**src/rtl/sio_irq_pkg.sv**
```systemverilog
package sio_irq_pkg;

    localparam int NCH  = 2;
    localparam int CH_A = 0;
    localparam int CH_B = 1;
    localparam int BW   = 8;

    typedef enum logic [1:0] {
        CAUSE_NONE = 2'd0,
        CAUSE_RX   = 2'd1,
        CAUSE_TX   = 2'd2
    } cause_e;

    typedef struct packed {
        logic brk;
        logic tx_flag;
        logic tx_svc;
        logic tx_pend;
        logic rx_svc;
        logic rx_pend;
    } chan_st_t;

    typedef struct packed {
        chan_st_t [NCH-1:0] ch;
        logic [BW-1:0]      vec;
    } ctl_st_t;

    // Low codes are fixed; the high code moves low bits 3,2,1 to bits 4,5,6.
    function automatic logic [BW-1:0] vec_code(input logic hi, input logic is_b,
                                               input cause_e cause);
        logic [BW-1:0] lo;
        case (cause)
            CAUSE_RX: lo = is_b ? 8'h04 : 8'h0C;
            CAUSE_TX: lo = is_b ? 8'h00 : 8'h08;
            default:  lo = 8'h06;
        endcase
        if (hi) return {1'b0, lo[1], lo[2], lo[3], 4'h0};
        return lo;
    endfunction

endpackage

```
**src/rtl/sio_irq_req.sv**
```systemverilog
module sio_irq_req
    import sio_irq_pkg::*;
(
    input  chan_st_t      st,
    input  logic [BW-1:0] intr_en,
    input  logic [BW-1:0] ext_en,
    output logic          req,
    output logic          ext_bit
);
    logic [1:0] rx_mode;
    logic       rx_on;

    always_comb begin
        rx_mode = intr_en[4:3];
        rx_on   = (rx_mode == 2'b01) || (rx_mode == 2'b10);
        ext_bit = st.brk & ext_en[7];
        req     = (st.tx_pend & intr_en[1]) | (st.rx_pend & rx_on) | ext_bit;
    end
endmodule

```
**src/rtl/sio_irq_rdmux.sv**
```systemverilog
module sio_irq_rdmux
    import sio_irq_pkg::*;
#(
    parameter int IDXW     = 4,
    parameter int VEC_IDX  = 2,
    parameter int STAT_IDX = 3
) (
    input  logic [IDXW-1:0] idx,
    input  logic [BW-1:0]   vec,
    input  logic [BW-1:0]   stat,
    output logic [BW-1:0]   rd_data
);
    always_comb begin
        if (idx == IDXW'(VEC_IDX))       rd_data = vec;
        else if (idx == IDXW'(STAT_IDX)) rd_data = stat;
        else                             rd_data = '0;
    end
endmodule

```
**src/rtl/sio_irq_vector_ctrl.sv**
```systemverilog
module sio_irq_vector_ctrl
    import sio_irq_pkg::*;
#(
    parameter int IDXW     = 4,
    parameter int VEC_IDX  = 2,
    parameter int STAT_IDX = 3
) (
    input  logic                   clk,
    input  logic                   rst_n,
    input  logic                   status_hi,
    input  logic [NCH-1:0][BW-1:0] intr_en,
    input  logic [NCH-1:0][BW-1:0] ext_en,
    input  logic [NCH-1:0]         rx_byte,
    input  logic [NCH-1:0]         data_rd,
    input  logic [NCH-1:0]         tx_wr,
    input  logic [NCH-1:0]         cmd_wr,
    input  logic [NCH-1:0][BW-1:0] cmd_code,
    input  logic [NCH-1:0]         brk_det,
    input  logic [IDXW-1:0]        rd_idx,
    output logic [BW-1:0]          rd_data,
    output logic                   irq
);
    localparam logic [2:0] CMD_RST_SVC = 3'b111;
    localparam logic [2:0] CMD_CLR_TX  = 3'b101;

    ctl_st_t        st_q, st_d;
    logic [NCH-1:0] req;
    logic [BW-1:0]  stat;

    function automatic ctl_st_t raise_rx(input ctl_st_t s, input int c, input logic hi);
        s.ch[c].rx_pend = 1'b1;
        s.ch[c].rx_svc  = 1'b1;
        s.vec           = vec_code(hi, c == CH_B, CAUSE_RX);
        return s;
    endfunction

    function automatic ctl_st_t raise_tx(input ctl_st_t s, input int c,
                                         input logic en, input logic hi);
        s.ch[c].tx_pend = 1'b1;
        if (!s.ch[c].rx_svc) begin
            s.ch[c].tx_svc = 1'b1;
            if (en) s.ch[c].tx_flag = 1'b1;
            s.vec = vec_code(hi, c == CH_B, CAUSE_TX);
        end
        return s;
    endfunction

    // Channel B first, then A, so channel A's vector write lands last.
    always_comb begin
        st_d = st_q;
        for (int c = NCH - 1; c >= 0; c--) begin
            if (brk_det[c]) st_d.ch[c].brk = 1'b1;
            if (rx_byte[c]) st_d = raise_rx(st_d, c, status_hi);
            if (data_rd[c]) begin
                st_d.ch[c].rx_pend = 1'b0;
                st_d.ch[c].rx_svc  = 1'b0;
                st_d.vec           = vec_code(status_hi, c == CH_B, CAUSE_NONE);
                if (st_d.ch[c].tx_pend) st_d = raise_tx(st_d, c, intr_en[c][1], status_hi);
            end
            if (tx_wr[c]) st_d = raise_tx(st_d, c, intr_en[c][1], status_hi);
            if (cmd_wr[c]) begin
                case (cmd_code[c][5:3])
                    CMD_RST_SVC: begin
                        if (st_d.ch[c].rx_svc) begin
                            st_d.ch[c].rx_svc = 1'b0;
                            if (st_d.ch[c].tx_pend)
                                st_d = raise_tx(st_d, c, intr_en[c][1], status_hi);
                        end else begin
                            st_d.ch[c].tx_svc = 1'b0;
                        end
                    end
                    CMD_CLR_TX: begin
                        st_d.ch[c].tx_pend = 1'b0;
                        st_d.ch[c].tx_svc  = 1'b0;
                        st_d.ch[c].tx_flag = 1'b0;
                        st_d.vec = vec_code(status_hi, c == CH_B, CAUSE_NONE);
                        if (st_d.ch[c].rx_pend) st_d = raise_rx(st_d, c, status_hi);
                    end
                    default: ;
                endcase
            end
        end
    end

    always_ff @(posedge clk or negedge rst_n) begin
        if (!rst_n) st_q <= '0;
        else        st_q <= st_d;
    end

    assign stat[7:6] = 2'b00;

    for (genvar c = 0; c < NCH; c++) begin : g_chan
        localparam int BASE = (c == CH_B) ? 0 : 3;
        logic ext_bit;

        sio_irq_req u_req (
            .st      (st_q.ch[c]),
            .intr_en (intr_en[c]),
            .ext_en  (ext_en[c]),
            .req     (req[c]),
            .ext_bit (ext_bit)
        );

        assign stat[BASE]     = ext_bit;
        assign stat[BASE + 1] = st_q.ch[c].tx_flag;
        assign stat[BASE + 2] = st_q.ch[c].rx_pend;


        rx_sets_chk: assert property (@(posedge clk) disable iff (!rst_n)
            rx_byte[c] && !data_rd[c] |=> st_q.ch[c].rx_pend);

        rd_clears_chk: assert property (@(posedge clk) disable iff (!rst_n)
            data_rd[c] |=> !st_q.ch[c].rx_pend && !st_q.ch[c].rx_svc);

        tx_block_chk: assert property (@(posedge clk) disable iff (!rst_n)
            tx_wr[c] && st_q.ch[c].rx_svc && !st_q.ch[c].tx_svc && !data_rd[c] && !cmd_wr[c]
            |=> !st_q.ch[c].tx_svc);

        svc_pend_chk: assert property (@(posedge clk) disable iff (!rst_n)
            st_q.ch[c].tx_svc |-> st_q.ch[c].tx_pend);

        clr_tx_chk: assert property (@(posedge clk) disable iff (!rst_n)
            cmd_wr[c] && cmd_code[c][5:3] == CMD_CLR_TX
            |=> !st_q.ch[c].tx_pend && !st_q.ch[c].tx_flag);

        brk_sticky_chk: assert property (@(posedge clk) disable iff (!rst_n)
            st_q.ch[c].brk |=> st_q.ch[c].brk);
    end

    assign irq = |req;

    sio_irq_rdmux #(
        .IDXW     (IDXW),
        .VEC_IDX  (VEC_IDX),
        .STAT_IDX (STAT_IDX)
    ) u_rdmux (
        .idx     (rd_idx),
        .vec     (st_q.vec),
        .stat    (stat),
        .rd_data (rd_data)
    );
endmodule

```
**config.mk**
```make
export PLATFORM = sky130hd
export DESIGN_NAME = sio_irq_vector_ctrl
export DESIGN_NICKNAME = d
export VERILOG_FILES = /design/src/rtl/sio_irq_pkg.sv /design/src/rtl/sio_irq_req.sv /design/src/rtl/sio_irq_rdmux.sv /design/src/rtl/sio_irq_vector_ctrl.sv
export SDC_FILE = /design/constraint.sdc
export NUM_CORES = 1
export LEC_CHECK = 0
export BUFFER_PORTS_ARGS = -buffer_cell sky130_fd_sc_hd__buf_2
export CAP_MARGIN = 15
export CORE_ASPECT_RATIO = 2
export CORE_MARGIN = 5
export CORE_UTILIZATION = 41
export DETAILED_ROUTE_END_ITERATION = 6
export MAX_ROUTING_LAYER = met4
export PLACE_DENSITY = 0.76
export SLEW_MARGIN = 20
export SYNTH_ARGS = -nofsm -noshare
export SYNTH_HDL_FRONTEND = slang
export SYNTH_HIERARCHICAL = 1
export SYNTH_SLANG_ARGS = --single-unit
```
**constraint.sdc**
```tcl
create_clock -name clk -period 1.4 [get_ports clk]
set_input_delay 0.14 -clock clk [delete_from_list [all_inputs] [get_ports clk]]
set_output_delay 0.14 -clock clk [all_outputs]
set_load 0.05 [all_outputs]
```
### Yosys cells after proc, flatten, opt, wreduce, memory -nomap -nowiden

Index checks and enable logic that the tools add are counted.

* input port bits: 65
* register bits: 20
* output and inout port bits: 9
* word-level logic and storage cells: 122

* bitwise logic cells: 10
* multiplexer cells: 86
* equal/unequal tests: 10
* reduce and logical (&&, ||, !) cells: 3

Operators with widths (count)
* two-way mux 8 bit: 22
* two-way mux 19 bit: 5
* two-way mux 13 bit: 5
* two-way mux 1 bit: 43
* case mux 19 bit (2 select lines): 1
* two-way mux 16 bit: 2
* case mux 13 bit (2 select lines): 1
* two-way mux 10 bit: 2
* two-way mux 17 bit: 1
* equality test 3 bit (second input constant): 4
* two-way mux 11 bit: 1
* equality test 4 x 2 -> 1 bit (second input constant): 2
* AND 1 bit: 6
* two-way mux 6 bit: 1
* equality test 2 x 1 -> 1 bit (second input constant): 2
* equality test 2 bit (second input constant): 2
* two-way mux 2 bit: 2
* OR 1 bit: 4
* logical OR 1 bit: 2
* OR reduction 2 bit: 1

### Depth between registers and ports, before layout

Gate-level depths: netlist of run 1.

* word-level depth: 39
* mapped depth: 5
* mapped depth without buffers: 4

### Hierarchy

Netlist of run 1, hierarchy kept.

Modules (own cells, without submodules)
* sio_irq_vector_ctrl: times used 1, seq. area each 500.5 µm², cells each 137, area each 1249.9 µm²
* sio_irq_rdmux: times used 1, seq. area each 0.0 µm², cells each 19, area each 135.1 µm²
* sio_irq_req: times used 2, seq. area each 0.0 µm², cells each 3, area each 25.0 µm²

### Worst setup path before layout of run 1

No wires, ideal clock.

* path kind: input -> output
* start: input rd_idx[3]
* end: output rd_data[0]
* slack: -0.058 ns
* stages on the path: 3
* data arrival time: 1.318 ns
* data required time: 1.260 ns
* path buffers: 1
* cells stage by stage: or3b_1 buf_6 nor2_1

* cells in the longest elaborated chain, start to end: 3
* elaborated cells on any way between the ends: 4
* classes of those cells: eq/ne: 2; mux: 2

Ends and longest elaborated chain
* start, declared: line sio_irq_vector_ctrl.sv:19 `input logic [IDXW-1:0] rd_idx,`
* equality test 4 x 2 -> 1 bit: line sio_irq_rdmux.sv:15 `else if (idx == IDXW'(STAT_IDX)) rd_data = stat;`
* two-way mux 6 bit: line sio_irq_rdmux.sv:15
* two-way mux 8 bit *: line sio_irq_rdmux.sv:14 `if (idx == IDXW'(VEC_IDX)) rd_data = vec;`
* end, declared: line sio_irq_vector_ctrl.sv:20 `output logic [BW-1:0] rd_data,`

Mark *: on every way between the ends. The rest lies on a longest branch, timed or not.

### Worst setup path in the final report of run 1

* start: register st_q[13] (netlist bit)
* end: output irq

* cells in the longest elaborated chain, start to end: 3

Ends and longest elaborated chain
* start, declared: line sio_irq_vector_ctrl.sv:26 `ctl_st_t st_q, st_d;`
* start signal, assigned: line sio_irq_vector_ctrl.sv:87 `else st_q <= st_d;`
* AND 1 bit: line sio_irq_req.sv:16 `ext_bit = st.brk & ext_en[7];`
* via g_chan[0].ext_bit: line sio_irq_vector_ctrl.sv:94 `logic ext_bit;`
* OR 1 bit: line sio_irq_req.sv:17 `req = (st.tx_pend & intr_en[1]) | (st.rx_pend & rx_on) | ext_bit;`
* via req[0]: line sio_irq_vector_ctrl.sv:27 `logic [NCH-1:0] req;`
* OR reduction 2 bit: line sio_irq_vector_ctrl.sv:130 `assign irq = |req;`
* end, declared: line sio_irq_vector_ctrl.sv:21 `output logic irq`

The timed path passes the listed nets, and every way through them passes these cells.

==> results of run 1 <==
==> final timing paths <==
kind | slack [ns] | to | start
worst max-delay path | -0.19 | irq | st_q[13]
worst min-delay path | 0.06 | st_q[19] | brk_det[1]
worst max register to register | -0.07 | st_q[1] | st_q[10]
worst min register to register | 0.47 | st_q[13] | st_q[13]
max in group asynchronous | 0.74 | st_q[9] | rst_n
min in group asynchronous | 0.34 | st_q[9] | rst_n
==> cell usage in the layout (no fill, tap or decap), types with 2 or more instances in the layout <==
cell type	instances
o211ai_1	2
nand3_1	3
or2_2	2
o31ai_2	2
or2_4	2
o21ai_0	6
a21oi_1	9
nor3_1	2
conb_1	2
buf_6	5
o22ai_2	2
dfrtp_1	17
buf_2	37
o21ba_2	2
nor2_1	16
nand4b_1	2
a221o_1	2
nor3b_2	2
inv_1	6
a21o_1	2
mux2i_1	9
xor2_1	2
and2_4	2
a31oi_1	2
nand2_1	5
clkbuf_8	4
nor2b_1	3
and3_1	4
buf_4	15
==> timing repair <==
item                                   in CTS  in global routing
endpoints found under the hold margin      18                  0
hold buffers                                1                  0
resized for setup                          13                 26
setup endpoints to repair                   6                 10
setup buffers                               3                  2
pin swaps                                   8                  6
==> cell type report <==
type / count / area, um2
flip-flops and latches: 18 / 452
repair buffers: 59 / 379
fillers: 274 / 1310
well taps: 31 / 38.8
multi-input cells: 119 / 936
inverters: 6 / 22.5
clock buffers: 4 / 55.1
==> power groups by stage <==
stage                     Combinational [W]  Sequential, W  Clock, W
after floorplan                    0.000211       0.000577         0
after global placement             0.000329       0.000585         0
after detailed placement           0.000335       0.000586         0
after CTS                          0.000362       0.000576  0.000462
after global routing               0.000445       0.000582  0.000478
final                              0.000413       0.000580  0.000453
==> metal layers <==
layer,vias to the layer above,wire [um],global-route usage
li1,670,-,-
met1,726,1500,0.194
met2,53,2410,0.297
met3,16,220,0.0279
met4,0,221,0.124
met5,-,0,-
==> critical path, cell delays in order, from the launching register on <==
cell,delay (ns)
dfrtp_1,0.38
and2_4,0.14
a221o_1,0.27
or2_4,0.26
buf_8,0.15
==> stage by stage <==
| stage | power [W] | area, um2 |
|---|---|---|
| 5_1_grt | 0.00151 | 1880 |
| 6_report | 0.00145 | 1880 |
| 3_5_place_dp | 0.000922 | 1620 |
| 4_1_cts | 0.00140 | 1760 |
| 3_3_place_gp | 0.000914 | 1620 |
| 2_1_floorplan | 0.000788 | 1350 |
==> flow_metrics.py, run 1 <==
metrics = {
    "drt": {
        "vias": 1465,
        "ant_nets": 0,
        "wl_per_cell_um": 18.3,
        "drc": 0,
        "drtIter0Drc": 51,
        "wirelength_mm": 4.35,
        "firstDrtPassIters": 4,
        "viasPerCell": 6.18,
    },
    "finish": {
        "top_register": "st_q",
        "reg.largest.list": "st_q (18)",
        "nNetsFinal": 272,
        "drive_above_1_share": 0.442,
        "instances_no_fill": 237,
        "num_antenna_cells": 0,
        "post-route-util": 0.590,
        "syn2layout_area_growth_pct": 39.5,
        "largest_reg_flops": 18,
    },
    "run_status": {
        "violations": "negative setup slack",
        "status": "complete, but fails checks",
    },
    "sta": {
        "clock_skew_ns": 0.0104,
        "hold_viol_final": 0,
        "whs_ns": 0.0633,
        "finalSetupViolations": 7,
        "post-route-min-period_ns": 1.59,
        "rsz0062_at_grt": "true",
        "fin_ws_ns": -0.194,
        "layout_worst_path_cycle_share": 1.14,
        "fmax_mhz": 628,
        "final_max_slew_viol_count": 0,
        "fin_setup_tns_ns": -0.494,
    },
    "synth": {
        "synth_area_um2": 1350,
        "syn_avg_cell_area_um2": 8.82,
        "synthCells": 153,
        "ys_warn_count": 6,
    },
    "grt": {
        "grt.total_usage": 0.182,
        "grt_max_degree": 19,
        "grt_pass1_wl_mm": 6.51,
        "grt_pass1_vias": 1455,
        "antenna_found_initial": 0,
        "globalRoute.totalOverflow": 0,
    },
    "worst_setup_path": {
        "worst_setup_path_start_kind": "flop",
        "critPathMaxFanout": 2,
        "cp_data_required_time_ns": 1.26,
        "worstSetupPathType": "flop to output port",
        "cp_data_arrival_time_ns": 1.45,
        "reg2regPathDepth": 7,
        "end_kind": "output port",
    },
    "worst_hold_path": {
        "hold_depth": 2,
        "hp-class": "primary input to flop",
    },
    "power_and_ir_drop": {
        "power_density_nw_per_um2": 768,
        "power.share.clock": 0.313,
        "vdd_ir_drop_max_mv": 0.595,
        "p_sw_w": 0.000454,
        "internal_power_w": 0.000991,
        "netSwitchingFraction": 0.314,
        "leakage_nw": 0.870,
        "power_frac_comb": 0.286,
        "pwr-share-seq": 0.401,
    },
    "place": {
        "gp_congestion": 0.903,
        "post-dp-hpwl_mm": 3.02,
        "pre_cts_slack_ns": -0.135,
        "portBuffers": 39,
        "place_inst": 227,
    },
    "clocking": {
        "cts_buffers": 3,
        "ctsHtreeMaxLevel": 1,
        "clockBufferDepth": 2,
        "ctsRootBufferMaster": "clkbuf_8",
        "cts.sinks": 18,
        "insertion_delay_ns": 0.27,
        "cts.clk_slew.worst_paths_ns": 0.07,
        "cts_tree": "done",
    },
    "die": {
        "die_area_um2": 4610,
        "start_util": 0.423,
        "fp.dieW_um": 50.6,
        "die_h_um": 91.2,
        "num_io_pins": 74,
        "core_um2": 3190,
        "row_count": 29,
    },
    "flow_run": {
        "maxCapViolCount": 0,
    },
}
No activity file was read; power rests on OpenSTA's default activity.
==> run 2, diff against run 1 <==
Settings changed: TNS_END_PERCENT set to 10.
==> run 2 against run 1 <==
  * The run still ends with negative setup slack left
  * Total power fell by 3.8%
  * Flip-flop and latch count did not move
  * Clock power fell by 2%
  * Critical path type unchanged
  * First-iteration DRC count fell by 24%
  * Critical endpoint unchanged
==> flow_metrics.py, run 2 (same netlist as run 1, synthesis figures left out) <==
metrics = {
    "place": {
        "post-dp-hpwl_mm": 3.02,
        "portBuffers": 39,
        "placed_area_um2": 1620,
        "gp_congestion": 0.903,
        "place_inst": 227,
    },
    "drt": {
        "wl_per_cell_um": 17.1,
        "viasPerCell": 6.10,
        "vias": 1421,
        "drc": 0,
        "wirelength_mm": 3.98,
        "ant_nets": 0,
        "drtIter0Drc": 39,
        "firstDrtPassIters": 4,
    },
    "grt": {
        "gr-max-usage-layer": "met2",
        "grt_pass1_vias": 1445,
        "met3_usage": 0.0279,
        "grt.total_usage": 0.183,
        "met1_usage": 0.196,
        "grt_pass1_wl_mm": 6.54,
        "globalRoute.totalOverflow": 0,
        "use_met2": 0.297,
        "antenna_found_initial": 0,
        "grt_max_degree": 19,
    },
    "worst_setup_path": {
        "worstSetupPathType": "flop to output port",
        "cp_data_arrival_time_ns": 1.45,
        "ff2ff_setup_slack_ns": -0.09,
        "end_kind": "output port",
        "critPathMaxFanout": 2,
        "worst_setup_path_start_kind": "flop",
        "cp_data_required_time_ns": 1.26,
    },
    "clocking": {
        "ctsRootBufferMaster": "clkbuf_8",
        "insertion_delay_ns": 0.26,
        "ctsHtreeMaxLevel": 1,
        "cts.sinks": 18,
        "cts.clk_slew.worst_paths_ns": 0.07,
        "cts_tree": "done",
        "cts_buffers": 3,
        "clockBufferDepth": 2,
    },
    "die": {
        "num_io_pins": 74,
        "row_count": 29,
        "fp.dieW_um": 50.6,
        "core_um2": 3190,
        "start_util": 0.423,
        "die_area_um2": 4610,
        "die_h_um": 91.2,
    },
    "finish": {
        "final_common_cell": "buf_2",
        "instances_no_fill": 233,
        "drive_above_1_share": 0.381,
        "post-route-util": 0.553,
        "reg.largest.list": "st_q (18)",
        "syn2layout_area_growth_pct": 30.8,
        "nNetsFinal": 268,
        "num_antenna_cells": 0,
        "final_cell_mix": "buf_2, dfrtp_1, nor2_1, buf_4, mux2i_1",
        "largest_reg_flops": 18,
        "final_area_um2": 1770,
        "top_register": "st_q",
    },
    "power_and_ir_drop": {
        "leakage_nw": 0.836,
        "power.share.clock": 0.320,
        "netSwitchingFraction": 0.305,
        "p_sw_w": 0.000425,
        "internal_power_w": 0.000966,
        "pwr-share-seq": 0.416,
        "vdd_ir_drop_max_mv": 0.575,
        "power_frac_comb": 0.264,
        "power_density_nw_per_um2": 788,
        "p_total_w": 0.00139,
    },
    "worst_hold_path": {
        "hp-class": "primary input to flop",
    },
    "sta": {
        "finalSetupViolations": 5,
        "rsz0062_at_grt": "true",
        "final_max_slew_viol_count": 0,
        "fin_ws_ns": -0.193,
        "clock_skew_ns": 0.00581,
        "whs_ns": 0.0636,
        "layout_worst_path_cycle_share": 1.14,
        "fmax_mhz": 628,
        "hold_viol_final": 0,
        "post-route-min-period_ns": 1.59,
    },
    "run_status": {
        "violations": "negative setup slack",
        "status": "complete, but fails checks",
    },
    "flow_run": {
        "maxCapViolCount": 0,
    },
}
-- run 2: path summary, 6_finish.rpt --
kind / to / startpoint / cells after the start
min in group asynchronous: st_q[9] / rst_n / 2
setup reg to reg: st_q[0] / st_q[9] / 5
hold / removal: st_q[19] / brk_det[1] / 2
max in group asynchronous: st_q[18] / rst_n / 2
hold reg to reg: st_q[13] / st_q[13] / 1
setup / recovery: irq / st_q[13] / 4
-- run 2: metrics by stage --
stage          setup WS [ns]  TNS, ns
3_5_place_dp          -0.135   -0.473
4_1_cts               -0.196   -0.371
5_1_grt               -0.232   -0.807
6_report              -0.193   -0.462
2_1_floorplan        -0.0579   -0.463
3_3_place_gp          -0.108   -0.394
-- run 2: timing repair --
item,in CTS,in global routing
pin swaps,4,2
hold endpoints to repair,18,0
resized for setup,10,10
hold buffers,1,0
buffers inserted,1,0
setup endpoints to repair,6,10
-- run 2: final cells by class --
cell class	instances	area [um2]
clock buffers	4	55.1
fillers	303	1430
well taps	31	38.8
multi-input cells	119	868
flip-flops and latches	18	450
inverters	6	22.5
repair buffers	55	330
-- run 2: power groups by stage --
stage          registers [W]  clock network, W  logic [W]
6_report            0.000579          0.000445   0.000367
5_1_grt             0.000581          0.000478   0.000402
4_1_cts             0.000576          0.000462   0.000354
3_5_place_dp        0.000586                 0   0.000335
3_3_place_gp        0.000585                 0   0.000329
2_1_floorplan       0.000577                 0   0.000211
-- run 2: critical path, cell delays in order, from the launching register on --
cell and delay (ns):
dfrtp_1 0.38, and2_4 0.14, a221o_1 0.27, or2_4 0.26
buf_8 0.15
-- run 2: routing by layer --
metal,wire (um),vias up
li1,-,663
met1,1360,687
met2,2230,54
met3,210,17
met4,182,0
met5,0,-
